## config.mk

```make
export PLATFORM = sky130hd
export DESIGN_NAME = rst_escalation_unit
export DESIGN_NICKNAME = d
export VERILOG_FILES = /design/src/rtl/rsu_pkg.sv /design/src/rtl/rsu_status.sv /design/src/rtl/rsu_func_esc.sv /design/src/rtl/rsu_dest_esc.sv /design/src/rtl/rst_escalation_unit.sv
export SDC_FILE = /design/constraint.sdc
export NUM_CORES = 1
export LEC_CHECK = 0
export BUFFER_PORTS_ARGS = -buffer_cell sky130_fd_sc_hd__buf_2
export CAP_MARGIN = 10
export CORE_ASPECT_RATIO = 1.5
export CORE_MARGIN = 4
export CORE_UTILIZATION = 30
export CTS_BUF_LIST = sky130_fd_sc_hd__clkbuf_2
export DETAILED_ROUTE_END_ITERATION = 6
export PLACE_DENSITY = 0.59
export SYNTH_ARGS = -nofsm -noshare
export SYNTH_HDL_FRONTEND = slang
export SYNTH_SLANG_ARGS = --single-unit
```

## constraint.sdc

```tcl
create_clock -name clk -period 2.76 [get_ports clk]
set_input_delay 0.414 -clock clk [delete_from_list [all_inputs] [get_ports clk]]
set_output_delay 0.414 -clock clk [all_outputs]
set_load 0.005 [all_outputs]
```

## src/rtl/rsu_pkg.sv

```systemverilog
`timescale 1ns/1ps
package rsu_pkg;
  localparam int ADDR_W = 6;
  localparam int ESC_W  = 4;
  localparam logic [ADDR_W-1:0] A_DES  = 6'h00;
  localparam logic [ADDR_W-1:0] A_FES  = 6'h08;
  localparam logic [ADDR_W-1:0] A_FDIS = 6'h0C;
  localparam logic [ADDR_W-1:0] A_FCNT = 6'h14;
  localparam logic [ADDR_W-1:0] A_FTHR = 6'h18;
  localparam logic [ADDR_W-1:0] A_DTHR = 6'h1C;
  localparam logic [ESC_W-1:0]  FTHR_PON = '1;
  localparam logic [ESC_W-1:0]  DTHR_PON = '0;
endpackage

```

## src/rtl/rsu_status.sv

```systemverilog
`timescale 1ns/1ps
module rsu_status #(
  parameter int W = 4,
  parameter logic [W-1:0] PON_VAL = '0
) (
  input  logic         clk,
  input  logic         por_n,
  input  logic [W-1:0] src,
  input  logic         clr_we,
  input  logic [W-1:0] clr_mask,
  output logic [W-1:0] stat
);
  logic [W-1:0] clr_eff;
  assign clr_eff = clr_we ? clr_mask : '0;

  // setting wins over clearing, so an active source keeps its bit
  always_ff @(posedge clk or negedge por_n) begin
    if (!por_n) stat <= PON_VAL;
    else        stat <= (stat & ~clr_eff) | src;
  end


  src_holds_chk: assert property (@(posedge clk) disable iff (!por_n)
    (src != '0) |=> ((stat & $past(src)) == $past(src)));
endmodule

```

## src/rtl/rsu_func_esc.sv

```systemverilog
`timescale 1ns/1ps
module rsu_func_esc import rsu_pkg::*; #(
  parameter int CW = ESC_W,
  parameter logic [CW-1:0] PON_THR = '1
) (
  input  logic          clk,
  input  logic          por_n,
  input  logic          hit,
  input  logic          ext_dest,
  input  logic          hold,
  input  logic          thr_we,
  input  logic [CW-1:0] thr_wdata,
  output logic          promote,
  output logic          req,
  output logic [CW-1:0] cnt,
  output logic [CW-1:0] thr
);
  logic          take;
  logic [CW:0]   nxt;

  assign take    = hit & ~hold & ~ext_dest;
  assign nxt     = {1'b0, cnt} + (CW+1)'(1);
  assign promote = take & (thr != '0) & (nxt >= {1'b0, thr});

  always_ff @(posedge clk or negedge por_n) begin
    if (!por_n) begin
      cnt <= '0;
      thr <= PON_THR;
      req <= 1'b0;
    end else begin
      req <= take & ~promote;
      if (thr_we) begin
        thr <= thr_wdata;
        cnt <= '0;
      end else if (ext_dest | promote) begin
        thr <= PON_THR;
        cnt <= '0;
      end else if (take && !(&cnt)) begin
        cnt <= nxt[CW-1:0];
      end
    end
  end


  thr_write_restart_chk: assert property (@(posedge clk) disable iff (!por_n)
    thr_we |=> (cnt == '0));

  promote_rearm_chk: assert property (@(posedge clk) disable iff (!por_n)
    (promote && !thr_we) |=> (thr == PON_THR && cnt == '0 && !req));
endmodule

```

## src/rtl/rsu_dest_esc.sv

```systemverilog
`timescale 1ns/1ps
module rsu_dest_esc import rsu_pkg::*; #(
  parameter int CW = ESC_W,
  parameter logic [CW-1:0] PON_THR = '0
) (
  input  logic          clk,
  input  logic          por_n,
  input  logic          fire,
  input  logic          thr_we,
  input  logic [CW-1:0] thr_wdata,
  output logic          req,
  output logic          hold,
  output logic [CW-1:0] thr
);
  logic [CW-1:0] cnt;
  logic [CW:0]   nxt;
  logic          go;

  assign go  = fire & ~hold;
  assign nxt = {1'b0, cnt} + (CW+1)'(1);

  always_ff @(posedge clk or negedge por_n) begin
    if (!por_n) begin
      cnt  <= '0;
      thr  <= PON_THR;
      req  <= 1'b0;
      hold <= 1'b0;
    end else begin
      req <= go;
      if (thr_we) thr <= thr_wdata;
      if (go) begin
        if (!(&cnt)) cnt <= nxt[CW-1:0];
        if ((thr != '0) && (nxt >= {1'b0, thr})) hold <= 1'b1;
      end
    end
  end


  hold_sticky_chk: assert property (@(posedge clk) disable iff (!por_n)
    hold |=> hold);

  no_req_in_hold_chk: assert property (@(posedge clk) disable iff (!por_n)
    hold |=> !req);

  thr_zero_no_hold_chk: assert property (@(posedge clk) disable iff (!por_n)
    (thr == '0 && !hold) |=> !hold);
endmodule

```

## src/rtl/rst_escalation_unit.sv

```systemverilog
`timescale 1ns/1ps
module rst_escalation_unit import rsu_pkg::*; #(
  parameter int DEV_N = 3,
  parameter int FEV_N = 4,
  localparam int DES_W  = DEV_N + 2,
  localparam int DATA_W = (DES_W > FEV_N) ? DES_W : FEV_N
) (
  input  logic              clk,
  input  logic              por_n,
  input  logic [DEV_N-1:0]  dest_evt,
  input  logic [FEV_N-1:0]  func_evt,
  input  logic              reg_we,
  input  logic [ADDR_W-1:0] reg_addr,
  input  logic [DATA_W-1:0] reg_wdata,
  input  logic [ADDR_W-1:0] rd_addr,
  output logic [DATA_W-1:0] rd_data,
  output logic              func_rst_req,
  output logic              dest_rst_req,
  output logic              hold_rst,
  output logic              irq
);
  logic [FEV_N-1:0] fev_q, f_rise, f_take, fes, fdis;
  logic [DEV_N-1:0] dev_q, d_rise;
  logic [DES_W-1:0] des;
  logic [ESC_W-1:0] fcnt, fthr, dthr;
  logic             ext_dest, promote;
  logic             we_des, we_fes, we_fdis, we_fthr, we_dthr;

  assign we_des  = reg_we && (reg_addr == A_DES);
  assign we_fes  = reg_we && (reg_addr == A_FES);
  assign we_fdis = reg_we && (reg_addr == A_FDIS);
  assign we_fthr = reg_we && (reg_addr == A_FTHR);
  assign we_dthr = reg_we && (reg_addr == A_DTHR);

  always_ff @(posedge clk or negedge por_n) begin
    if (!por_n) begin
      fev_q <= '0;
      dev_q <= '0;
      fdis  <= '0;
    end else begin
      fev_q <= func_evt;
      dev_q <= dest_evt;
      if (we_fdis) fdis <= reg_wdata[FEV_N-1:0];
    end
  end

  assign f_rise   = func_evt & ~fev_q;
  assign f_take   = f_rise & ~fdis;
  assign d_rise   = dest_evt & ~dev_q;
  assign ext_dest = (|d_rise) & ~hold_rst;

  rsu_status #(.W(FEV_N), .PON_VAL('0)) u_fes (
    .clk(clk), .por_n(por_n), .src(func_evt),
    .clr_we(we_fes), .clr_mask(reg_wdata[FEV_N-1:0]), .stat(fes));

  rsu_status #(.W(DES_W), .PON_VAL(DES_W'(1))) u_des (
    .clk(clk), .por_n(por_n), .src({dest_evt, promote, 1'b0}),
    .clr_we(we_des), .clr_mask(reg_wdata[DES_W-1:0]), .stat(des));

  rsu_func_esc #(.CW(ESC_W), .PON_THR(FTHR_PON)) u_fesc (
    .clk(clk), .por_n(por_n), .hit(|f_take), .ext_dest(ext_dest),
    .hold(hold_rst), .thr_we(we_fthr), .thr_wdata(reg_wdata[ESC_W-1:0]),
    .promote(promote), .req(func_rst_req), .cnt(fcnt), .thr(fthr));

  rsu_dest_esc #(.CW(ESC_W), .PON_THR(DTHR_PON)) u_desc (
    .clk(clk), .por_n(por_n), .fire(ext_dest | promote),
    .thr_we(we_dthr), .thr_wdata(reg_wdata[ESC_W-1:0]),
    .req(dest_rst_req), .hold(hold_rst), .thr(dthr));

  assign irq = |(fes & fdis);

  always_comb begin
    case (rd_addr)
      A_DES:   rd_data = DATA_W'(des);
      A_FES:   rd_data = DATA_W'(fes);
      A_FDIS:  rd_data = DATA_W'(fdis);
      A_FCNT:  rd_data = DATA_W'(fcnt);
      A_FTHR:  rd_data = DATA_W'(fthr);
      A_DTHR:  rd_data = DATA_W'(dthr);
      default: rd_data = '0;
    endcase
  end


  one_req_chk: assert property (@(posedge clk) disable iff (!por_n)
    !(func_rst_req && dest_rst_req));

  disabled_no_req_chk: assert property (@(posedge clk) disable iff (!por_n)
    (f_take == '0) |=> !func_rst_req);
endmodule

```

==> results of run 1 <==
[kinds of logic (layout without fill, tap and decap cells)]
kind of cell             count (synthesis)  after routing  synth area share, %
AO/OA/AOI/OAI                           45             45                16.80
XOR/XNOR                                 4              4                1.686
adder cells (fa/ha/maj)                 10             10                6.020
buffers and inverters                   14             56                2.889
flip-flops                              39             39                47.26
multiplexers                            13             13                9.332
other                                    0              1                    0
AND/OR/NAND/NOR                         61             61                16.01
[metal layers]
metal	part of all wire, %	vias up	global-route usage [%]
met2	51	36	22.12
met1	42	783	14.01
met3	3.6	11	2.295
met4	3.3	0	6.870
li1	-	775	-
met5	0	-	0
[state kept, by name, indices dropped and copies added, names as in the netlist]
name	count
fdis	4
u_fesc.cnt	4
fev_q	4
u_fes.stat	4
dev_q	3
u_desc.hold	1
u_fesc.req	1
u_fesc.thr	4
u_des.stat	5
u_desc.cnt	4
u_desc.thr	4
u_desc.req	1
[critical path: cells and delay by family (launching register included)]
family | cells | cell delay, ps
multiplexers | 1 | 500
flip-flops | 1 | 480
AO/OA/AOI/OAI | 1 | 270
AND/OR/NAND/NOR | 1 | 190
buffers and inverters | 1 | 130
[metrics by stage]
step	area (um^2)	hold slack (ps)
floorplan	2078	118.4
detailed placement	2341	468.6
finish	2415	71.59
global route	2415	54.52
CTS	2412	84.03
global placement	2341	452.1
[Yosys cell counts, types with 5 or more instances]
library cell	count
a21o_1	7
dfrtp_1	34
inv_1	12
mux2_2	8
ha_1	10
a21oi_1	5
nand3_1	6
a22oi_1	6
o211ai_1	5
dfstp_2	5
nor2_1	5
nand2_1	22
[path summary, 6_finish.rpt]
check | startpoint | to | cells past startpoint | slack (ps)
max in group asynchronous | por_n | u_desc.thr[1] | 1 | 2100
min in group clk | dest_evt[2] | dev_q[2] | 1 | 100
min reg2reg | u_des.stat[0] | u_des.stat[0] | 1 | 500
max | fdis[0] | rd_data[0] | 4 | 370
min | por_n | fev_q[1] | 1 | 70
max reg2reg | u_fesc.cnt[0] | u_fesc.thr[3] | 7 | 420
[final cells by class]
class                      instances  share of cell area [%]
clock buffer                       5                   1.036
timing repair buffer              36                   7.565
inverter                          12                   1.865
multi-input combinational        133                   42.90
sequential                        39                   40.67
clock inverter                     3                   1.917
antenna                            1                  0.1036
tap                               76                   3.938
[power by group through the flow]
| stage | Sequential, mW | Combinational (mW) | Clock, mW |
|---|---|---|---|
| after floorplan | 0.649 | 0.109 | 0 |
| after global placement | 0.666 | 0.172 | 0 |
| after detailed placement | 0.666 | 0.177 | 0 |
| after CTS | 0.656 | 0.177 | 0.378 |
| after global routing | 0.661 | 0.198 | 0.401 |
| final | 0.655 | 0.174 | 0.368 |
==> reports/qor.csv, run 1 <==
metric;value;unit
stdcell_count;305;
slowest_stage;mux4_1;
start_kind;register;
yosysSeqAreaShare;47.26;%
final-hold-violation-count;0;
power_frac_comb;14.6;%
rows;36;
synth_top_area_share;40.94;%
seq_power_share;54.7;%
netlist_area;2078;um^2
drt-initial-drc-count;86;
cts_hold_buf;0;
hp-class;in -> async;
required;2350;ps
tightest_slew;882.0;ps
rsz0062_at_grt;no;
ir_drop;305.9;uV
setup_viol;0;
yosysWarnings;0;
path_class;reg -> out;
grt_pass1_wl;8224;um
setup_tns;0;ps
fill_cells;653;
switching_share;28.17;%
track_usage;12.46;%
internal_power;0.8600;mW
syn_nets;223;
drtAntennaViolNets;0;
synth_cell_types;48;
routed_via_density;5.262;
numCtsBuffers;5;
power;1.197;mW
synth_top_cell_by_area;dfrtp_1;
ff_latch_area;982.2;um^2
pre_cts_ws;472.7;ps
cts_tree;done;
drc_errors;0;
p_sw;0.3372;mW
outcome;finished clean;
mostFrequentLayoutCell;buf_2;
synth_cells;186;
cpPeakStageDelay;500;ps
worstSkewPairLatency;410;ps
drt_first_pass_iters;4;
die_w;75.96;um
route.vias.total;1605;
dpl.hpwl;3820;um
path_cells;mux4_1 > and3_1 > a221o_1 > buf_2;
core;6621;um^2
fin_util;36.47;%
async_reset_ff_share;100.0;%
slew-limit-headroom;41.20;%
drv_cap;0;
htreeDepth;2;
fmax;0.4176;GHz
fin_worst_skew;31.89;ps
synth_ff_type;dfrtp_1;
num-nets-final;264;
layout_setup_ws;365.4;ps
cts_buffer_depth;2;
wire_per_inst;16.21;um
die-area;8351;um^2
grt_pass1_vias;1639;
cts_resized;0;
avgSynthCellArea;11.17;um^2
leakage;1.088;nW
gr-total-overflow;0;
cts_setup_buffers;0;
drive_gt1_share;29.82;%
antenna_found_initial;1;
place_congestion;0.8226;
port_buffers;35;
end_kind;output port;
start_util;31.39;%
clock_sinks;39;
p_clk_share;30.7;%
area_growth;16.20;%
p_per_area;495.8;nW/um^2
dp.cells;296;
critPathMaxFanout;4;
pin_count;36;
synthTopCellsByArea;dfrtp_1, dfstp_2, ha_1;
fin_crit_sh;86.76;%
synth_edf_count;0;
cts_root_buf;clkbuf_2;
drv_slew;0;
period_minus_slack;2395;ps
crit_arrival;1980;ps
final_cell_mix;buf_2, dfrtp_1, nand2_1, inv_1, ha_1;
multi_input_area;1036;um^2
synth_seq_cells;39;
die_h;109.9;um
grt_max_degree;40;
clk_pin_slew;240;ps
routed_wl;4945;um
Note: power is estimated with default switching activity, not from simulation.
==> run 2, diff against run 1 <==
- CTS_BUF_LIST: sky130_fd_sc_hd__clkbuf_2 -> sky130_fd_sc_hd__clkbuf_4 sky130_fd_sc_hd__clkbuf_8 sky130_fd_sc_hd__clkbuf_16
- clock period: 2.76 -> 2.9 ns (I/O delays scaled with it)
==> reports/qor.csv, run 2 (synthesized netlist as in run 1, its figures left out) <==
metric;value;unit;change
outcome;finished clean;;
route.vias.total;1591;;-0.87%
area_growth;16.74;%;
layout_setup_ws;615.8;ps;+250.3 ps
cts_hold_buf;0;;unchanged
whs;249.5;ps;+178.0 ps
wire_per_inst;16.20;um;about the same
timing.rr.start;u_fesc.cnt[0];;
required;3090;ps;+740 ps
setup_tns;0;ps;unchanged
core;6621;um^2;unchanged
critPathTopFamily;compound AO/OA/AOI/OAI gates;;
place_congestion;0.8153;;-0.89%
dp.cells;295;;-0.34%
largest_reg_flops;5;;unchanged
critPathMaxFanout;7;;+3
track_usage;12.57;%;+0.11 points
cts_buffer_depth;2;;unchanged
cts_setup_buffers;0;;unchanged
drc_errors;0;;unchanged
end_kind;register;;
start_util;31.39;%;unchanged
setup_viol;0;;unchanged
tightest_slew;882.6;ps;+0.6543 ps
antenna_found_initial;0;;-1
drtAntennaViolNets;0;;unchanged
start_kind;register;;
cp_common_cell;ha_1;;
crit_arrival;2470;ps;+490 ps
grt_pass1_wl;8397;um;+2.1%
regMostFlops;u_des.stat;;
rows;36;;unchanged
port_buffers;35;;unchanged
final-hold-violation-count;0;;unchanged
dpl.hpwl;3818;um;about the same
routed_via_density;5.251;;-0.22%
cts_tree;done;;
fin_worst_skew;5.653;ps;-26.24 ps
num-nets-final;263;;-0.38%
critPathLaunch;u_fesc.cnt[0];;
cts_root_buf;clkbuf_8;;
slowest_stage;dfrtp_1;;
mostFrequentLayoutCell;buf_2;;
stdcell_count;303;;-0.66%
hp-class;in -> async;;
diodes;0;;-1
grt_max_degree;40;;unchanged
crit_buf_inv;0;;-1
numCtsBuffers;5;;unchanged
period_minus_slack;2284;ps;
cpPeakStageDelay;440;ps;-60 ps
die-area;8351;um^2;unchanged
clk_pin_slew;80;ps;-160 ps
die_h;109.9;um;unchanged
p_per_area;483.0;nW/um^2;-2.6%
drt-initial-drc-count;67;;-22%
fmax;0.4378;GHz;
final_cell_mix;buf_2, dfrtp_1, nand2_1, inv_1, ha_1;;
path_cells;ha_1 > xor2_1 > ha_1 > o21ai_0 > o31a_2 > o21a_4 > o311a_1;;
fill_cells;651;;-0.31%
slew-limit-headroom;41.16;%;-0.044 points
htreeDepth;2;;unchanged
path_class;reg -> reg;;
grt_pass1_vias;1704;;+4.0%
drv_cap;0;;unchanged
ir_drop;310.0;uV;+1.3%
fin_crit_sh;78.77;%;
pre_cts_ws;626.5;ps;+153.8 ps
clock_sinks;39;;unchanged
drv_slew;0;;unchanged
die_w;75.96;um;unchanged
leakage;1.084;nW;-0.39%
gr-total-overflow;0;;unchanged
cts_resized;0;;unchanged
routed_wl;4909;um;-0.73%
rsz0062_at_grt;no;;
drt_first_pass_iters;6;;+2
worstSkewPairLatency;300;ps;-110 ps
pin_count;36;;unchanged
drive_gt1_share;29.52;%;-0.31 points
## run 2: cell types whose count changed in the layout (fill, tap and decap cells not counted), sizes merged
cell / previous run / this run
buf: 36 / 35
diode: 1 / 0
clkinvlp: 1 / 2
bufinv: 1 / 0
## run 2: worst paths after layout
| kind | to | slack [ps] | cells after the start |
|---|---|---|---|
| worst max-delay path | u_desc.cnt[2] | 620 | 7 |
| worst min-delay path | fdis[2] | 250 | 1 |
| worst max register to register | u_desc.cnt[2] | 620 | 7 |
| worst min register to register | u_des.stat[4] | 480 | 2 |
| max in group asynchronous | u_desc.cnt[3] | 2100 | 1 |
| min in group clk | dev_q[2] | 260 | 1 |
## run 2: stage by stage
stage	instance area (um^2)	power, mW	util [%]
2_1_floorplan	2078	0.7213	-
3_3_place_gp	2333	0.7959	35.24
3_5_place_dp	2333	0.8028	35.24
4_1_cts	2426	1.189	36.64
5_1_grt	2426	1.238	36.64
6_report	2426	1.172	36.64
## run 2: routing by layer
metal  GRT usage [%]  up-vias  wire, um
met5               0        -         0
met4           5.344        0        93
met3           1.557        5       160
met2           23.41       36      2652
met1           14.34      774      2001
li1                -      776         -
## run 2: area by class of cell
| class | count | area [um^2] | share of cell area [%] |
|---|---|---|---|
| clock buffer | 5 | 68.82 | 2.837 |
| inverter | 12 | 45.04 | 1.857 |
| tap | 76 | 95.09 | 3.920 |
| timing repair buffer | 35 | 175.2 | 7.220 |
| multi-input combinational | 133 | 1036 | 42.70 |
| sequential | 39 | 982.2 | 40.48 |
| clock inverter | 3 | 23.77 | 0.9799 |
## run 2: worst reg2reg max path: cells and delay by family, from the launching register on
| family | cells | cell delay [ps] |
|---|---|---|
| XOR/XNOR | 1 | 170 |
| AO/OA/AOI/OAI | 4 | 1030 |
| flip-flops | 1 | 440 |
| adder cells (fa/ha/maj) | 2 | 540 |
## run 2: where the power goes
part / leakage, nW / internal [mW] / switching, mW
registers: 0.448 / 0.585 / 0.0381
logic: 0.596 / 0.0838 / 0.0819
clock network: 0.0408 / 0.172 / 0.211
==> run 3, diff against run 2 <==
- ABC_AREA: unset -> 1
- clock period: 2.9 -> 2.2 ns (I/O delays scaled with it)
==> reports/qor.csv, run 3 <==
metric;value;unit;change
outcome;finished clean;;
drv_cap;0;;unchanged
p_per_area;613.0;nW/um^2;+27%
area_growth;18.84;%;
async_reset_ff_share;100.0;%;unchanged
critPathMaxFanout;8;;+1
numCtsBuffers;5;;unchanged
yosysSeqAreaShare;44.81;%;-2.5 points
place_congestion;0.7848;;-3.7%
hp-class;in -> async;;
worstSkewPairLatency;290;ps;about the same
tightest_slew;878.9;ps;-3.704 ps
fill_cells;738;;+13%
diodes;0;;unchanged
yosysWarnings;0;;unchanged
setup_viol;0;;unchanged
drc_errors;0;;unchanged
drt_first_pass_iters;5;;-1
required;2430;ps;-660 ps
grt_pass1_vias;1840;;+8.0%
fin_crit_sh;90.42;%;+12 points
clock_sinks;39;;unchanged
clk_pin_slew;80;ps;about the same
power;1.597;mW;+36%
routed_wl;5173;um;+5.4%
grt_max_degree;40;;unchanged
period_minus_slack;1989;ps;-295.0 ps
drv_slew;0;;unchanged
die_h;112.7;um;+2.5%
synth_commonest_cells;nand2_1, inv_1, dfrtp_1;;
port_buffers;35;;unchanged
core;6990;um^2;+5.6%
synth_seq_cells;39;;unchanged
path_class;reg -> reg;;
synthTopCellsByArea;dfrtp_1, nand2_1, inv_1;;
largest_reg_flops;5;;unchanged
slew-limit-headroom;41.41;%;+0.25 points
die_w;77.80;um;+2.4%
cts_root_buf;clkbuf_8;;
cts_setup_buffers;0;;unchanged
fin_worst_skew;11.56;ps;+5.905 ps
route.vias.total;1868;;+17%
antenna_found_initial;0;;unchanged
synth_cells;274;;+47%
final-hold-violation-count;0;;unchanged
final_cell_mix;nand2_1, inv_1, buf_2, dfrtp_1, o21ai_0;;
synth_edf_count;0;;unchanged
rsz0062_at_grt;no;;
crit_arrival;2220;ps;-250 ps
dpl.hpwl;4181;um;+9.5%
ir_drop;400.7;uV;+29%
synth_ff_type;dfrtp_1;;
syn_nets;311;;+39%
drtAntennaViolNets;0;;unchanged
dp.cells;407;;+38%
place_area;2496;um^2;+7.0%
leakage;1.398;nW;+29%
netlist_area;2192;um^2;+5.5%
die-area;8767;um^2;+5.0%
design_area;2605;um^2;+7.4%
r2r_cells;11;;+4
drive_gt1_share;20.13;%;-9.4 points
timing.rr.start;u_fesc.cnt[0];;
regMostFlops;u_des.stat;;
fin_util;37.27;%;+0.62 points
wire_per_inst;12.47;um;-23%
cts_buffer_depth;2;;unchanged
routed_via_density;4.501;;-14%
rows;37;;+2.8%
gr-total-overflow;0;;unchanged
grt_pass1_wl;9011;um;+7.3%
r2r_end;u_fesc.thr[0];;
mostFrequentLayoutCell;nand2_1;;
num-nets-final;354;;+35%
end_kind;register;;
htreeDepth;2;;unchanged
cts_tree;done;;
avgSynthCellArea;8.000;um^2;-28%
synth_top_cell_by_area;dfrtp_1;;
synth.most_common_cell;nand2_1;;
synth_cell_types;29;;-40%
start_util;31.36;%;about the same
start_kind;register;;
setup_tns;0;ps;unchanged
pin_count;36;;unchanged
synth_top_area_share;38.81;%;-2.1 points
r2r_slack;210;ps;-410 ps
fmax;0.5027;GHz;+15%
stdcell_count;415;;+37%
track_usage;12.79;%;+0.22 points
drt-initial-drc-count;88;;+31%
[run 3: metrics by stage]
stage | hold WS (ps) | setup slack, ps
finish | 147.6 | 210.7
global route | 151.9 | 46.55
CTS | 158.1 | 131.8
detailed placement | 467.9 | 142.5
global placement | 459.2 | 206.1
floorplan | 34.41 | 305.9
[run 3: worst max-delay path by stage]
stage,startpoint,endpoint,slack [ps],cells past startpoint
after floorplan,u_fesc.cnt[0],u_desc.cnt[0],310,12
after global placement,u_fesc.cnt[0],u_desc.cnt[1],210,12
after detailed placement,u_fesc.cnt[0],u_fesc.thr[0],140,11
after CTS,u_fesc.cnt[0],u_fesc.thr[0],130,11
after global routing,u_fesc.cnt[0],u_desc.cnt[1],50,12
final,u_fesc.cnt[0],u_fesc.thr[0],210,11
[run 3: timing repair]
action,4_1_cts,5_1_grt
hold buffers,0,0
gates resized for setup,0,2
endpoints found under the setup margin,0,13
[run 3: layout make-up]
| type | count | area, um^2 | area share, % |
|---|---|---|---|
| inverter | 56 | 210.2 | 8.069 |
| tap | 97 | 121.4 | 4.659 |
| multi-input combinational | 179 | 1010 | 38.76 |
| clock inverter | 1 | 8.758 | 0.3362 |
| clock buffer | 7 | 90.09 | 3.458 |
| timing repair buffer | 36 | 182.7 | 7.012 |
| sequential | 39 | 982.2 | 37.70 |
[run 3: worst max-delay path, cell delays in order, from the launching register on]
cell     delay, ps
dfrtp_1        410
ha_2           230
xor2_2         160
ha_1           310
nand2_1         80
nand2_1         60
nand3_2         70
nand4_2        160
nand2_4        170
nand3_4        140
nand2_1        100
nand2_1         60
[run 3: kinds of logic after synthesis]
| kind of cell | share of synthesized area [%] |
|---|---|
| xor gates and xnor gates | 1.998 |
| DFF | 44.81 |
| AOI/OAI and AO/OA | 11.59 |
| and+or+nand+nor | 26.31 |
| buffers and inverters | 9.589 |
| adders and majority gates | 5.708 |
[run 3: layer usage]
| layer | wire [um] | GRT usage (%) | vias to the layer above |
|---|---|---|---|
| met5 | 0 | 0 | - |
| met4 | 81 | 4.276 | 0 |
| met3 | 201 | 1.990 | 6 |
| met2 | 2606 | 21.62 | 38 |
| met1 | 2283 | 16.52 | 859 |
| li1 | - | - | 965 |
[run 3: where the power goes]
group | switching, mW | leakage (nW) | internal (mW)
sequential | 0.0345 | 0.461 | 0.771
clock | 0.254 | 0.0519 | 0.269
combinational | 0.163 | 0.885 | 0.104
